### src/rtl/cdiv_pkg.sv
package cdiv_pkg;
    typedef enum logic [0:0] {
        ST_RUN  = 1'b0,
        ST_HOLD = 1'b1
    } cdiv_state_e;
endpackage

### src/rtl/cdiv_sync_qual.sv
module cdiv_sync_qual (
    input  logic clk,
    input  logic rst_n,
    input  logic sync_n,
    output logic low_now,
    output logic qual
);
    logic fall_low;
    logic rise_low;

    // low level seen at the falling edge
    always_ff @(negedge clk or negedge rst_n) begin
        if (!rst_n) fall_low <= 1'b0;
        else        fall_low <= ~sync_n;
    end

    // low level seen at the previous rising edge
    always_ff @(posedge clk or negedge rst_n) begin
        if (!rst_n) rise_low <= 1'b0;
        else        rise_low <= ~sync_n;
    end

    assign low_now = ~sync_n;
    // rising, falling, rising: three half-cycle samples in a row
    assign qual    = low_now & fall_low & rise_low;
endmodule

### src/rtl/cdiv_core.sv
module cdiv_core
    import cdiv_pkg::*;
#(
    parameter int CNT_W = 5
) (
    input  logic             clk,
    input  logic             rst_n,
    input  logic             qual,
    input  logic             low_now,
    input  logic [CNT_W-1:0] div_sel,
    input  logic [CNT_W-1:0] phase_sel,
    output logic             out_q,
    output logic             div_one,
    output cdiv_state_e      st_q,
    output logic [CNT_W-1:0] cnt_q,
    output logic [CNT_W-1:0] act_q
);
    localparam int RW = CNT_W + 1;
    localparam logic [RW-1:0]    RONE = RW'(1);
    localparam logic [CNT_W-1:0] CONE = CNT_W'(1);

    cdiv_state_e      st_nxt;
    logic [CNT_W-1:0] cnt_nxt;
    logic [CNT_W-1:0] act_nxt;
    logic [CNT_W-1:0] ph_clamped;
    logic [RW-1:0]    ratio_nxt;
    logic [RW-1:0]    half_nxt;
    logic             force_low;
    logic             at_tc;
    logic             out_nxt;

    // state register
    always_ff @(posedge clk or negedge rst_n) begin
        if (!rst_n) st_q <= ST_RUN;
        else        st_q <= st_nxt;
    end

    // transitions
    always_comb begin
        st_nxt = st_q;
        unique case (st_q)
            ST_RUN:  st_nxt = qual    ? ST_HOLD : ST_RUN;
            ST_HOLD: st_nxt = low_now ? ST_HOLD : ST_RUN;
        endcase
    end

    // count, ratio and output next values
    always_comb begin
        at_tc      = (cnt_q == act_q);
        ph_clamped = (phase_sel > div_sel) ? div_sel : phase_sel;
        cnt_nxt    = cnt_q;
        act_nxt    = act_q;
        force_low  = 1'b0;
        unique case (st_q)
            ST_RUN: begin
                if (qual) begin
                    force_low = 1'b1;
                end else if (at_tc) begin
                    cnt_nxt = '0;
                    act_nxt = div_sel;
                end else begin
                    cnt_nxt = cnt_q + CONE;
                end
            end
            ST_HOLD: begin
                if (low_now) begin
                    force_low = 1'b1;
                end else begin
                    cnt_nxt = ph_clamped;
                    act_nxt = div_sel;
                end
            end
        endcase
        ratio_nxt = {1'b0, act_nxt} + RONE;
        half_nxt  = ratio_nxt >> 1;
        out_nxt   = !force_low && ({1'b0, cnt_nxt} < half_nxt);
    end

    // output and datapath registers
    always_ff @(posedge clk or negedge rst_n) begin
        if (!rst_n) begin
            cnt_q <= '0;
            act_q <= '0;
            out_q <= 1'b0;
        end else begin
            cnt_q <= cnt_nxt;
            act_q <= act_nxt;
            out_q <= out_nxt;
        end
    end

    assign div_one = (act_q == '0);
endmodule

### src/rtl/cdiv_out_sel.sv
module cdiv_out_sel (
    input  logic clk,
    input  logic rst_n,
    input  logic pass,
    input  logic div_clk,
    output logic clk_out
);
    assign clk_out = rst_n & (pass ? clk : div_clk);
endmodule

### src/rtl/clkdiv_phase.sv
module clkdiv_phase
    import cdiv_pkg::*;
#(
    parameter int CNT_W = 5
) (
    input  logic             clk,
    input  logic             rst_n,
    input  logic             sync_n,
    input  logic             bypass,
    input  logic [CNT_W-1:0] div_sel,
    input  logic [CNT_W-1:0] phase_sel,
    output logic             clk_out
);
    logic             sync_qual;
    logic             sync_low;
    logic             div_q;
    logic             div_one;
    cdiv_state_e      core_st;
    logic [CNT_W-1:0] core_cnt;
    logic [CNT_W-1:0] core_act;

    cdiv_sync_qual u_qual (
        .clk     (clk),
        .rst_n   (rst_n),
        .sync_n  (sync_n),
        .low_now (sync_low),
        .qual    (sync_qual)
    );

    cdiv_core #(.CNT_W(CNT_W)) u_core (
        .clk       (clk),
        .rst_n     (rst_n),
        .qual      (sync_qual),
        .low_now   (sync_low),
        .div_sel   (div_sel),
        .phase_sel (phase_sel),
        .out_q     (div_q),
        .div_one   (div_one),
        .st_q      (core_st),
        .cnt_q     (core_cnt),
        .act_q     (core_act)
    );

    cdiv_out_sel u_out (
        .clk     (clk),
        .rst_n   (rst_n),
        .pass    (bypass | div_one),
        .div_clk (div_q),
        .clk_out (clk_out)
    );
endmodule

### config.mk
export PLATFORM = sky130hd
export DESIGN_NAME = clkdiv_phase
export DESIGN_NICKNAME = d
export VERILOG_FILES = /design/src/rtl/cdiv_pkg.sv /design/src/rtl/cdiv_sync_qual.sv /design/src/rtl/cdiv_core.sv /design/src/rtl/cdiv_out_sel.sv /design/src/rtl/clkdiv_phase.sv
export SDC_FILE = /design/constraint.sdc
export NUM_CORES = 1
export LEC_CHECK = 0
export ABC_AREA = 1
export BUFFER_PORTS_ARGS = -buffer_cell sky130_fd_sc_hd__buf_2
export CAP_MARGIN = 20
export CORE_MARGIN = 2
export CORE_UTILIZATION = 57
export DETAILED_ROUTE_END_ITERATION = 7
export GPL_TIMING_DRIVEN = 0
export MAX_ROUTING_LAYER = met4
export PLACE_DENSITY = 0.78
export SLEW_MARGIN = 20
export SYNTH_ARGS = -nofsm -noshare
export SYNTH_HDL_FRONTEND = slang
export SYNTH_HIERARCHICAL = 1
export SYNTH_SLANG_ARGS = --single-unit
### constraint.sdc
create_clock -name clk -period 4.4 [get_ports clk]
set_input_delay 0.88 -clock clk [delete_from_list [all_inputs] [get_ports clk]]
set_output_delay 0.88 -clock clk [all_outputs]
set_load 0.01 [all_outputs]
==> impl_metrics.yaml <==
synthesis:
  ys_dominant_reg_cell: "dfrtp_1"
  syn_inst: 181
  synth_area_leaders: "dfrtp_1, nand2_1, ha_1, inv_1, a21oi_1"
  distinct_cells_synth: 31
  synthesis.yosys.warnings: 6
  post_synth_instance_area_sq_um: 1281
  netlist_top_cells_count: "nand2_1, inv_1, a21oi_1, dfrtp_1, o21ai_0"
  asyncSetResetFlopFracSynth: 1.000
  post_synthesis_sequential_area_ratio: 0.2734
  flip_flop_and_latch_count_after_synthesis: 14
  synth.most_common_cell: "nand2_1"
  post-synth-top-area-cell: "dfrtp_1"
  synth_edf_count: 0
  synthesis.area_per_instance_sq_um: 7.079
  synthesis.nets: 206
  synth_top_area_frac: 0.2539
critical_path:
  critical_path_buf_inv_count: 1
  reg2reg_from: "u_qual/fall_low"
  critical_path_launch_point: "u_qual/fall_low"
  worst_ep_required_time_ns: 4.62
  critPathLaunchType: "register"
  maximum_fanout_count_along_the_critical_path: 6
  max_stage_delay_ns: 0.35
  crit_type: "register to register"
  cp.arrival_ns: 4.93
  worstPathCellList: "nand2_2 -> nor2_4 -> inv_2 -> nand2_2 -> nor2_4 -> nand3_4 -> nand2_2 -> o21ai_2 -> o21ai_4 -> ha_4 -> nand3_2 -> o21ai_1 -> nand2_1 -> ha_1 -> nand2_1 -> nor2_1 -> a2111o_1 -> a21oi_2"
  critical_path.top_delay_family: "simple AND/OR/NAND/NOR gates"
  worst_path_most_repeated_cell: "nand2_2"
  crit_path_end_kind: "register"
  critical-path-slowest-cell: "dfrtn_1"
pwr:
  irDropWorstVdd_mv: 0.4855
  power.leakage_nw: 0.8058
  fin_total_pwr_mw: 1.091
  power.density_cell_area_nw_per_um2: 717.2
min_path:
  min_delay_path_class: "input pin to async pin"
global_routing:
  grt_antenna_before_repair: 0
  grt_use_total: 0.2989
  overflow: 0
  grt_first_pass_wirelength_mm: 5.575
  grt_max_degree: 16
  vias_in_the_first_global_route: 1233
clocking:
  numCtsBuffers: 3
  cts.path.max_buffers: 2
  ctsHtreeMaxLevel: 1
  ctsHoldBuffers: 0
  clkTransAtPathRegs_ns: 0.09
  cts_tree: "done"
  clkLatencyLatePin_ns: 0.29
  ctsRootBufferMaster: "clkbuf_4"
detailed_routing:
  route.antenna.remaining_nets: 0
  postRouteWirelength_mm: 3.346
  detail_route.drc_violations: 0
  post_drt_via_cell_ratio: 5.523
  detailedRoute.firstPassIterationCount: 4
  route.vias.total: 1298
  detail_route.wl_per_cell_um: 14.24
  drt_first_iter_violations: 65
cells_and_area:
  flow.area_growth_from_synthesis_pct: 18.75
  layout.filler_cells: 188
  layout.cells.non_filler: 235
  finalCoreUtilization: 0.7013
  share_of_cells_above_drive_strength_1: 0.2850
  design.final.nets: 233
  antenna_cells: 0
placement:
  io_buffer_count: 14
  finalWeightedCongestion: 0.9178
  hpwlAfterDp_mm: 2.585
  pre_cts_ws_ns: -0.4829
  dp_cells: 223
timing:
  max-slew-margin-rel: 0.7238
  fin_skew_ns: 0.003108
  worst_slew_pin_slew_ns: 0.4144
  final_hold_viol_count: 0
  fin_worst_hold_slack_ns: 0.4765
  setup_repair_after_global_routing_missed_its_margin: "yes"
  finalMaxSlewViolations: 0
  worst_setup_slack_final_ns: -0.3076
  setup_viol: 1
run:
  maxCapViolCount: 0
floorplanning:
  num_io_pins: 15
  die-width_um: 51.41
  design.die.area_sq_um: 2643
  core-area_sq_um: 2170
  initial_utilization: 0.5905
  die_h_um: 51.41
  std_cell_rows: 17
run_status:
  status: "finished, violations left"
  failed_checks: "setup timing"
## metal layers
metal  routed length (um)  global-route usage  up-vias  share of wire
li1                     -                   -      648              -
met1                 1442              0.3587      600           0.43
met2                 1664              0.4915       38           0.50
met3                  121             0.04386       12          0.036
met4                  119              0.1447        0          0.036
met5                    0                   -        -              0
## path summary, 6_finish.rpt
path / end / slack [ns] / cells after the start
worst max-delay path: u_core/out_q / -0.31 / 18
worst min-delay path: u_qual/rise_low / 0.48 / 1
worst max register to register: u_core/out_q / -0.31 / 18
worst min register to register: u_core/act_q[0] / 0.65 / 1
max in group asynchronous: u_qual/fall_low / 1.56 / 1
min in group clk: u_core/act_q[0] / 0.65 / 1
## registers in the layout, indices dropped and copies added, names as in the netlist
register and flops:
u_core/out_q 1, u_core/act_q 5, u_core/cnt_q 5, u_core/st_q 1
u_qual/fall_low 1, u_qual/rise_low 1
## power by group
part	internal [mW]	total, mW	switching (mW)
clock	0.0397	0.0946	0.0549
combinational	0.308	0.746	0.437
sequential	0.184	0.251	0.0675
total	0.532	1.09	0.559
## per-stage QoR
stage               TNS, ns  instance area (sq um)
CTS                 -0.3186                   1496
finish              -0.3076                   1521
floorplan           -0.1833                   1291
detailed placement  -0.4829                   1396
global placement    -0.4164                   1396
global route        -0.4583                   1521
## layout make-up
class,count,area [sq um],share of cell area
Sequential cell,14,350.3,0.2303
Inverter,30,112.6,0.07401
Clock buffer,4,27.53,0.01809
Tap cell,28,35.03,0.02303
Timing Repair Buffer,21,125.1,0.08224
Multi-Input combinational cell,134,853.3,0.5609
Buffer,2,8.758,0.005757
Clock inverter,2,8.758,0.005757
## kinds of logic after synthesis
kind of cell	Yosys count	synth area share
xor gates and xnor gates	5	0.03418
buffers and inverters	33	0.09765
DFF	14	0.2734
and+or+nand+nor	82	0.3193
adders and majority gates	11	0.1074
AOI/OAI and AO/OA	36	0.1680
## cells in the final DEF, fill, tap and decap left out, types with 2 or more instances in the layout
master,count
inv_2,6
xor2_1,4
ha_1,10
clkbuf_4,3
dfrtp_1,13
o21ai_1,2
nor2_1,8
nor2_4,3
buf_4,8
nand4_1,4
nor3_1,2
nand3_2,3
buf_2,15
inv_1,24
a21oi_1,11
a21oi_2,2
o211ai_1,2
nand2_1,41
nor2_2,3
o21ai_0,13
nand2_2,9
nand3_1,6
## worst reg2reg max path, delay by kind of cell, from the launching register on
family                   cells  cell delay (ns)
adder cells (fa/ha/maj)      2             0.44
buffers and inverters        1             0.06
AND/OR/NAND/NOR             10             0.81
AO/OA/AOI/OAI                5             0.77
flip-flops                   1             0.35
## what timing repair did
item,CTS,global route
setup endpoints to repair,1,1
pin swaps,10,4
endpoints found under the hold margin,0,0
resized for setup,5,5
buffers inserted,7,1
(Power assumes the default switching activity.)
